--- src/rtl/sqrt_seq_pkg.sv ---
package sqrt_seq_pkg;

    // Phases of one square root operation
    typedef enum logic [1:0] {
        PH_IDLE   = 2'd0,
        PH_LAUNCH = 2'd1,
        PH_ITER   = 2'd2,
        PH_LOAD   = 2'd3
    } seq_phase_e;

    // Registered state of the sequencer, outputs kept as flops
    typedef struct packed {
        seq_phase_e phase;
        logic       start;
        logic       stop;
        logic       busy;
    } seq_state_t;

endpackage

--- src/rtl/sqrt_seq_cnt.sv ---
// Down counter that measures the iteration window
module sqrt_seq_cnt #(
    parameter int NITER = 16,
    localparam int CW   = $clog2(NITER + 1)
) (
    input  logic clk,
    input  logic rst,
    input  logic load,
    input  logic dec,
    output logic last
);

    typedef struct packed {
        logic [CW-1:0] val;
    } cnt_state_t;

    cnt_state_t cnt_d, cnt_q;

    always_comb begin
        cnt_d = cnt_q;
        if (load) begin
            cnt_d.val = CW'(NITER - 1);
        end else if (dec && (cnt_q.val != '0)) begin
            cnt_d.val = cnt_q.val - 1'b1;
        end
    end

    always_ff @(posedge clk) begin
        if (rst) begin
            cnt_q <= '0;
        end else begin
            cnt_q <= cnt_d;
        end
    end

    assign last = (cnt_q.val == '0);

endmodule

--- src/rtl/sqrt_seq_fsm.sv ---
// Phase sequencing with registered strobes
module sqrt_seq_fsm
    import sqrt_seq_pkg::*;
(
    input  logic clk,
    input  logic rst,
    input  logic run,
    input  logic last,
    output logic load,
    output logic dec,
    output logic start,
    output logic stop,
    output logic busy
);

    seq_state_t st_d, st_q;

    always_comb begin
        st_d = st_q;
        unique case (st_q.phase)
            PH_IDLE:   if (run) st_d.phase = PH_LAUNCH;
            PH_LAUNCH: st_d.phase = PH_ITER;
            PH_ITER:   if (last) st_d.phase = PH_LOAD;
            PH_LOAD:   st_d.phase = PH_IDLE;
            default:   st_d.phase = PH_IDLE;
        endcase
        st_d.start = (st_d.phase == PH_LAUNCH);
        st_d.stop  = (st_d.phase == PH_LOAD);
        st_d.busy  = (st_d.phase != PH_IDLE);
    end

    always_ff @(posedge clk) begin
        if (rst) begin
            st_q <= '{phase: PH_IDLE, start: 1'b0, stop: 1'b0, busy: 1'b0};
        end else begin
            st_q <= st_d;
        end
    end

    assign load  = (st_q.phase == PH_LAUNCH);
    assign dec   = (st_q.phase == PH_ITER);
    assign start = st_q.start;
    assign stop  = st_q.stop;
    assign busy  = st_q.busy;

endmodule

--- src/rtl/sqrt_seq_ctrl.sv ---
// Top: sequencer for an iterative square root unit
module sqrt_seq_ctrl #(
    parameter int NBITSIN = 32,
    localparam int NITER  = NBITSIN / 2
) (
    input  logic clk,
    input  logic rst,
    input  logic run,
    output logic start,
    output logic stop,
    output logic busy
);

    logic cnt_load;
    logic cnt_dec;
    logic cnt_last;

    sqrt_seq_fsm u_fsm (
        .clk   (clk),
        .rst   (rst),
        .run   (run),
        .last  (cnt_last),
        .load  (cnt_load),
        .dec   (cnt_dec),
        .start (start),
        .stop  (stop),
        .busy  (busy)
    );

    sqrt_seq_cnt #(
        .NITER (NITER)
    ) u_cnt (
        .clk  (clk),
        .rst  (rst),
        .load (cnt_load),
        .dec  (cnt_dec),
        .last (cnt_last)
    );

endmodule

--- config.mk ---
export PLATFORM = sky130hd
export DESIGN_NAME = sqrt_seq_ctrl
export DESIGN_NICKNAME = d
export VERILOG_FILES = /design/src/rtl/sqrt_seq_pkg.sv /design/src/rtl/sqrt_seq_cnt.sv /design/src/rtl/sqrt_seq_fsm.sv /design/src/rtl/sqrt_seq_ctrl.sv
export SDC_FILE = /design/constraint.sdc
export NUM_CORES = 1
export LEC_CHECK = 0
export BUFFER_PORTS_ARGS = -buffer_cell sky130_fd_sc_hd__buf_2
export CAP_MARGIN = 25
export CORE_AREA = 2 2 39 41
export CTS_CLUSTER_SIZE = 28
export DETAILED_ROUTE_END_ITERATION = 10
export DIE_AREA = 0 0 41 43
export GPL_TIMING_DRIVEN = 0
export PLACE_DENSITY = 0.52
export REMOVE_ABC_BUFFERS = 1
export SLEW_MARGIN = 20
export SYNTH_ARGS = -nofsm -noshare
export SYNTH_HDL_FRONTEND = slang
export SYNTH_HIERARCHICAL = 1
export SYNTH_SLANG_ARGS = --single-unit
export TNS_END_PERCENT = 100
--- constraint.sdc ---
create_clock -name clk -period 3.5 [get_ports clk]
set_clock_uncertainty 0.05 [all_clocks]
set_input_delay 0.175 -clock clk [delete_from_list [all_inputs] [get_ports clk]]
set_output_delay 0.175 -clock clk [all_outputs]
set_load 0.01 [all_outputs]
# Word-level counts from Yosys, hierarchy flattened
# Cells that the tools add are included.
# word_totals
input_bits,3
word_cells,24
reg_bits,10
# op_classes
add_sub_neg,1
reduce_logical,7
mux,5
n_eq_ne,5
# ops
operator,count
two-way mux 4 bit,2
case mux 2 bit (4 select lines),1
equality test 2 bit (second input constant),3
zero test 5 bit,1
nonzero test 5 bit,1
subtractor 5 x 1 -> 5 bit (second input constant),1
equality test 2 x 1 -> 1 bit (second input constant),2
two-way mux 2 bit,2
nonzero test 2 bit,2
zero test 2 bit,1
OR reduction 2 bit,1
logical AND 1 bit,1

# Longest topological paths before layout
# Gate-level depths: netlist of the first run.
# logic_depth
depth_word,4
ltp_mapped,6

# By module
# The synthesis of the first run kept the hierarchy.
# modules_own_cells
module,n_inst,area_each_um2,cells_each
sqrt_seq_cnt,1,296.5,30
sqrt_seq_fsm,1,211.5,19

# Least setup slack after synthesis of the first run
# No wires, ideal clock.
# synth_timing
path_type,register -> register
from,register u_cnt/cnt_q[0] in the netlist's numbering
to,register u_fsm.st_q (netlist bit u_fsm/start)
stages_incl_launch_ff,7
arrival_time_ns,1.595
setup_time_ns,0.112
required_time_ns,3.338
slack_ns,1.742
path_buffers,0
path_cell_list,dfxtp_1 inv_1 ha_1 or4b_4 inv_2 mux2i_1 a2111oi_1
# synth_between
elab_chain_len,4
# synth_lines
element,line,source
from (decl),sqrt_seq_cnt.sv:17,"cnt_state_t cnt_d, cnt_q;"
from (signal assigned),sqrt_seq_cnt.sv:32,cnt_q <= cnt_d;
zero test 5 bit,sqrt_seq_cnt.sv:36,assign last = (cnt_q.val == '0);
via cnt_last,sqrt_seq_ctrl.sv:16,logic cnt_last;
two-way mux 2 bit,sqrt_seq_fsm.sv:23,PH_ITER: if (last) st_d.phase = PH_LOAD;
case mux 2 bit (4 select lines),sqrt_seq_fsm.sv:20,unique case (st_q.phase)
equality test 2 x 1 -> 1 bit,sqrt_seq_fsm.sv:27,st_d.start = (st_d.phase == PH_LAUNCH);
to (signal assigned),sqrt_seq_fsm.sv:34,"st_q <= '{phase: PH_IDLE, start: 1'b0, stop: 1'b0, busy: 1'b0};"
to (signal assigned),sqrt_seq_fsm.sv:36,st_q <= st_d;
to (decl),sqrt_seq_fsm.sv:16,"seq_state_t st_d, st_q;"
# The timed path passes the listed nets, and every way through them passes these cells.
# A chain may end at the register's enable or synchronous reset.

# Worst setup path after layout of the first run
# Ends and elaborated chain as after synthesis.

==> results of run 1 <==
-- per-stage QoR --
stage | setup slack [ns] | cell area (um2)
2_1_floorplan | 1.74 | 508
3_3_place_gp | 1.59 | 553
3_5_place_dp | 1.59 | 553
4_1_cts | 1.57 | 589
5_1_grt | 1.46 | 589
6_report | 1.57 | 589
-- cells in the mapped netlist --
cell type / count / area (um2)
dfxtp_1: 10 / 200
inv_1: 6 / 22.5
ha_1: 5 / 62.6
nor2_1: 5 / 18.8
a211oi_1: 2 / 15.0
a21oi_1: 2 / 10.0
mux2i_1: 2 / 20.0
nor3_1: 2 / 10.0
a2111oi_1: 1 / 10.0
a2111oi_2: 1 / 15.0
a2111oi_4: 1 / 27.5
a21o_1: 1 / 7.51
a221oi_1: 1 / 8.76
a311oi_1: 1 / 8.76
a31oi_1: 1 / 6.26
and4_4: 1 / 11.3
and4bb_2: 1 / 12.5
inv_2: 1 / 3.75
nand2_1: 1 / 3.75
nand3_1: 1 / 5.00
nor4b_1: 1 / 8.76
or3_1: 1 / 6.26
or4b_4: 1 / 13.8
-- routing by layer --
layer	global-route usage	vias to the layer above	share of wire
met1	0.155	179	0.50
met2	0.163	2	0.47
li1	-	202	-
met3	0.0314	2	0.024
met4	0.120	0	0.010
met5	0	-	0
-- power by group --
| part | internal [W] | leakage, nW | switching [W] | total [W] |
|---|---|---|---|---|
| clock network | 0.0000632 | 0.0210 | 0.0000445 | 0.000108 |
| logic | 0.000131 | 0.132 | 0.000177 | 0.000308 |
| registers | 0.000159 | 0.0824 | 0.0000265 | 0.000185 |
| total | 0.000353 | 0.235 | 0.000248 | 0.000601 |
-- layout make-up --
cell class | instances | area [um2] | area share
inverter | 7 | 26.3 | 0.0446
clock buffer | 4 | 36.3 | 0.0616
sequential | 10 | 200 | 0.340
multi-input combinational | 32 | 282 | 0.478
timing repair buffer | 5 | 25.0 | 0.0425
tap | 16 | 20.0 | 0.0340
-- worst paths after layout --
| check | slack (ns) | to | from | depth (start not counted) |
|---|---|---|---|---|
| worst max-delay path | 1.57 | u_fsm/start | u_cnt/cnt_q[0] | 6 |
| worst min register to register | 0.48 | u_cnt/cnt_q[3] | u_cnt/cnt_q[3] | 1 |
| worst max register to register | 1.57 | u_fsm/start | u_cnt/cnt_q[0] | 6 |
| worst min-delay path | 0.16 | u_fsm/st_q[4] | rst | 2 |
-- cells by family (layout without fill, tap and decap cells) --
family	after synthesis	in the layout
adder cells (fa/ha/maj)	5	5
buffers and inverters	7	16
AO/OA/AOI/OAI	11	11
flip-flops	10	10
multiplexers	2	2
AND/OR/NAND/NOR	14	14
-- registers in the layout (all words and copies together) (netlist names) --
register and count:
u_fsm/busy 1, u_cnt/cnt_q 5, u_fsm/stop 1, u_fsm/st_q 2
u_fsm/start 1
-- worst max-delay path: cells and delay by family, from the launching register on --
family	cells	cell delay, ns
simple gates	1	0.51
compound gates	1	0.38
flops	1	0.32
buf+inv	2	0.24
fa+ha+maj	1	0.18
mux	1	0.14
-- placed cells by master (no fill, tap or decap), drive strengths merged --
| cell type | instances |
|---|---|
| a221oi | 1 |
| nand2 | 1 |
| a311oi | 1 |
| a21o | 1 |
| inv | 7 |
| and4bb | 1 |
| nor4b | 1 |
| a21oi | 2 |
| a2111oi | 3 |
| or3 | 1 |
| or4b | 1 |
| nand3 | 1 |
| nor2 | 5 |
| dfxtp | 10 |
| a31oi | 1 |
| nor3 | 2 |
| clkbuf | 4 |
| and4 | 1 |
| a211oi | 2 |
| buf | 5 |
| ha | 5 |
| mux2i | 2 |
==> impl_metrics.py, run 1 <==
metrics = {
    "synthesis": {
        "synth_area_um2": 508,
        "avgSynthCellArea_um2": 10.4,
        "synth_xor_area_frac": 0,
        "synthMuxAreaShare": 0.0394,
        "syn_inst": 49,
        "yosysSeqAreaShare": 0.394,
        "synth_top_family_by_area": "compound AO/OA/AOI/OAI gates",
        "yosysWarningCount": 6,
        "synth_compound_area_frac": 0.214,
        "ys_types": 23,
        "ys_ff_latch": 10,
        "synthAdderAreaFrac": 0.123,
        "yosys.area_share.simple": 0.177,
    },
    "setup_path": {
        "crit_chain": "inv_1 -> ha_1 -> or4b_4 -> inv_2 -> mux2i_1 -> a2111oi_1",
        "critPathKind": "flop to flop",
        "cp-end-kind": "flop",
        "cp.required_ns": 3.61,
        "crit_path_max_incr_delay_ns": 0.51,
        "crit_slowest_cell": "or4b_4",
        "worstPathArrival_ns": 2.04,
        "cp-start-kind": "flop",
        "crit_fanout": 5,
    },
    "timing": {
        "whs_ns": 0.156,
        "max_freq_ghz": 0.519,
        "tightest_slew_ns": 0.430,
        "finalSetupViolations": 0,
        "relSlewSlack": 0.709,
        "min_period_ns": 1.93,
        "tns_ns": 0,
        "final_hold_viol_count": 0,
        "grt_setup_unrepaired": "no",
        "drv_slew": 0,
        "fin_crit_sh": 0.551,
    },
    "cells_and_area": {
        "antennaDiodeCount": 0,
        "drive_gt1_frac": 0.259,
        "finalNonFillerCells": 74,
        "syn2layout_area_growth_pct": 16.0,
        "utilization": 0.426,
        "nNetsFinal": 67,
        "fillers": 145,
    },
    "place": {
        "port_buffers": 5,
        "globalplace.congestion": 0.698,
        "dp_cells": 70,
    },
    "global_routing": {
        "antenna_found_initial": 0,
        "grt-ovfl-total": 0,
        "grt_max_degree": 11,
        "grt_pass1_vias": 352,
        "grt_usage": 0.124,
        "grt_pass1_wl_mm": 1.41,
    },
    "cts": {
        "clkSinkCount": 10,
        "cts_tree": "yes",
        "clk_pin_slew_ns": 0.08,
        "cts_hold_buf": 0,
        "cts_setup_buffers": 0,
        "htreeDepth": 1,
        "clockRootBuffer": "clkbuf_4",
        "clk_latency_ns": 0.27,
        "cts_buffers": 3,
        "clock_path_buffers": 2,
        "post_cts_resize_count": 0,
    },
    "drt": {
        "vias_per_cell": 5.20,
        "routed_wirelength_um": 859,
        "wire_per_inst_um": 11.6,
        "drc": 0,
        "drtPass1Iterations": 1,
        "vias": 385,
        "drtAntennaViolNets": 0,
        "drt_iter0_markers": 0,
    },
    "floorplan": {
        "die_area_um2": 1760,
        "initial_core_util": 0.367,
        "die_h_um": 43,
        "core_um2": 1380,
        "rows": 14,
        "top_level_ports": 6,
        "dieWidth_um": 41,
    },
    "power": {
        "p_per_area_nw_per_um2": 1020,
        "irDropWorstVdd_uv": 345,
        "power_w": 0.000601,
        "p_leak_nw": 0.235,
    },
    "status": {
        "status": "finished clean",
    },
    "min_path": {
        "hold_path_class": "input pin to flop",
    },
    "job": {
        "drv_cap": 0,
    },
}
Power figures use the tool's default switching activity.
==> run 2: changes to the inputs <==
--- a/config.mk
+++ b/config.mk
@@ -12,7 +12,7 @@
 export DETAILED_ROUTE_END_ITERATION = 10
 export DIE_AREA = 0 0 41 43
 export GPL_TIMING_DRIVEN = 0
-export PLACE_DENSITY = 0.52
+export PLACE_DENSITY = 0.54
 export REMOVE_ABC_BUFFERS = 1
 export SLEW_MARGIN = 20
 export SYNTH_ARGS = -nofsm -noshare
==> constraint.sdc (replaced) <==
create_clock -name clk -period 1.65 [get_ports clk]
set_clock_uncertainty 0.05 [all_clocks]
set_input_delay 0.0825 -clock clk [delete_from_list [all_inputs] [get_ports clk]]
set_output_delay 0.0825 -clock clk [all_outputs]
set_load 0.01 [all_outputs]
==> run 2 against run 1 <==
Effect of this change:
- the run now ends with setup timing left
- critical path depth did not move
- sequential power rose by 120%
- clock-buffer cell count did not move
- sequential cell count did not move
- largest power group unchanged
==> impl_metrics.py, run 2 (same netlist as run 1, synthesis figures left out) <==
metrics = {
    "min_path": {
        "hold_path_class": "input pin to flop",
        "hold_end": "u_fsm/st_q[4]",
        "hold_start": "rst",
        "hold_depth": 2,
    },
    "global_routing": {
        "grt_pass1_wl_mm": 1.84,
        "grt_max_degree": 11,
        "grt-ovfl-total": 0,
        "antenna_found_initial": 0,
        "grt_pass1_vias": 430,
        "grt_usage": 0.158,
    },
    "timing": {
        "final_hold_viol_count": 0,
        "setup_slack_ns": -0.0156,
        "grt_setup_unrepaired": "yes",
        "finalSetupViolations": 3,
        "min_period_ns": 1.67,
        "drv_slew": 0,
        "tightest_slew_ns": 0.465,
        "fin_crit_sh": 1.01,
        "relSlewSlack": 0.689,
        "tns_ns": -0.0298,
        "max_freq_ghz": 0.600,
    },
    "cts": {
        "htreeDepth": 1,
        "clk_pin_slew_ns": 0.07,
        "cts_buffers": 3,
        "cts_tree": "yes",
        "clkSinkCount": 10,
        "cts_hold_buf": 0,
        "clock_path_buffers": 2,
        "clk_latency_ns": 0.27,
        "clockRootBuffer": "clkbuf_4",
    },
    "setup_path": {
        "rr_worst_depth": 6,
        "cp_num_buf_inv": 2,
        "crit_chain": "inv_2 -> ha_4 -> or4b_4 -> inv_4 -> mux2i_4 -> a2111oi_4",
        "crit_path_max_incr_delay_ns": 0.50,
        "crit_path_start": "u_cnt/cnt_q[1]",
        "crit_fanout": 4,
        "cp_top_family": "simple AND/OR/NAND/NOR gates",
        "cp-end-kind": "flop",
        "cp.required_ns": 1.76,
        "rr_startpoint": "u_cnt/cnt_q[1]",
        "ff2ff_setup_slack_ns": -0.02,
        "worstPathArrival_ns": 1.78,
        "cp-start-kind": "flop",
        "crit_slowest_cell": "or4b_4",
        "critPathKind": "flop to flop",
        "r2r-end": "u_fsm/stop",
    },
    "cells_and_area": {
        "final_cell_mix": "dfxtp_1, buf_2, nor2_1",
        "layout_commonest_cell": "dfxtp_1",
        "largest_register": "u_cnt/cnt_q",
        "seqCellArea_um2": 203,
        "antennaDiodeCount": 0,
        "nNetsFinal": 72,
        "syn2layout_area_growth_pct": 36.2,
        "utilization": 0.500,
        "multi_input_area_um2": 338,
        "fillers": 132,
        "top_regs": "u_cnt/cnt_q x5, u_fsm/st_q x2",
        "drive_gt1_frac": 0.492,
        "largest_register_ffs": 5,
    },
    "power": {
        "p_per_area_nw_per_um2": 2350,
        "irDropWorstVdd_uv": 1190,
        "p_leak_nw": 0.263,
    },
    "place": {
        "dp_hpwl_um": 684,
        "globalplace.congestion": 0.764,
        "port_buffers": 5,
    },
    "floorplan": {
        "core_um2": 1380,
        "top_level_ports": 6,
        "rows": 14,
        "die_h_um": 43,
        "die_area_um2": 1760,
        "dieWidth_um": 41,
        "initial_core_util": 0.367,
    },
    "drt": {
        "wire_per_inst_um": 14.1,
        "drc": 0,
        "drtPass1Iterations": 4,
        "vias_per_cell": 5.43,
        "drtAntennaViolNets": 0,
        "drt_iter0_markers": 17,
        "vias": 429,
        "routed_wirelength_mm": 1.12,
    },
    "status": {
        "status": "complete, but fails checks",
        "violations": "setup timing",
    },
    "job": {
        "drv_cap": 0,
    },
}
==> run 2: changes by cell type in the layout (fill, tap and decap cells not counted), moves of 2 or more <==
cell     change
dfxtp_2      +2
ha_1         -2
dfxtp_1      -2
buf_4        +4
inv_1        -3
inv_2        +2
==> run 2: layout make-up <==
type,instances,share of cell area
Multi-Input combinational cell,32,0.488
Sequential cell,10,0.293
Timing Repair Buffer,10,0.0958
Clock buffer,4,0.0524
Inverter,7,0.0416
Tap cell,16,0.0289
==> run 2: worst max-delay path by stage <==
stage | endpoint | slack [ns] | depth (start not counted)
after detailed placement | u_fsm/start | -0.30 | 6
after floorplan | u_fsm/start | -0.11 | 6
after global routing | u_cnt/cnt_q[0] | -0.08 | 6
after global placement | u_fsm/start | -0.31 | 6
final | u_fsm/stop | -0.02 | 6
after CTS | u_fsm/start | 0.0001 | 6
==> run 2: report_power, final <==
part / total [W] / internal, W / switching [W] / leakage (nW)
Sequential: 0.000401 / 0.000340 / 0.0000610 / 0.0831
Combinational: 0.000992 / 0.000472 / 0.000520 / 0.159
Clock: 0.000232 / 0.000134 / 0.0000976 / 0.0210
Total: 0.00162 / 0.000946 / 0.000679 / 0.263
==> run 2: what timing repair did <==
item / CTS / global route
setup buffers: 5 / 0
endpoints found under the setup margin: 6 / 8
gates resized for setup: 12 / 4
gates cloned: 0 / 0
pin swaps: 3 / 3
==> run 2: metrics by stage <==
step / hold slack [ns] / instances / total power (W) / worst slack, ns / instance area, um2
after detailed placement: 0.356 / 70 / 0.00106 / -0.296 / 553
after floorplan: 0.0968 / 49 / 0.000919 / -0.108 / 508
final: 0.109 / 79 / 0.00162 / -0.0156 / 692
after global routing: 0.131 / 79 / 0.00173 / -0.0836 / 692
after CTS: 0.0903 / 79 / 0.00156 / 0.000148 / 681
after global placement: 0.351 / 70 / 0.00105 / -0.309 / 553
==> run 2: metal layers <==
layer | part of all wire | wire [um] | up-vias | track usage
li1 | - | - | 213 | -
met3 | 0.038 | 42 | 2 | 0.0471
met5 | 0 | 0 | - | 0
met1 | 0.46 | 511 | 203 | 0.207
met2 | 0.49 | 550 | 11 | 0.225
met4 | 0.0090 | 10 | 0 | 0.0800
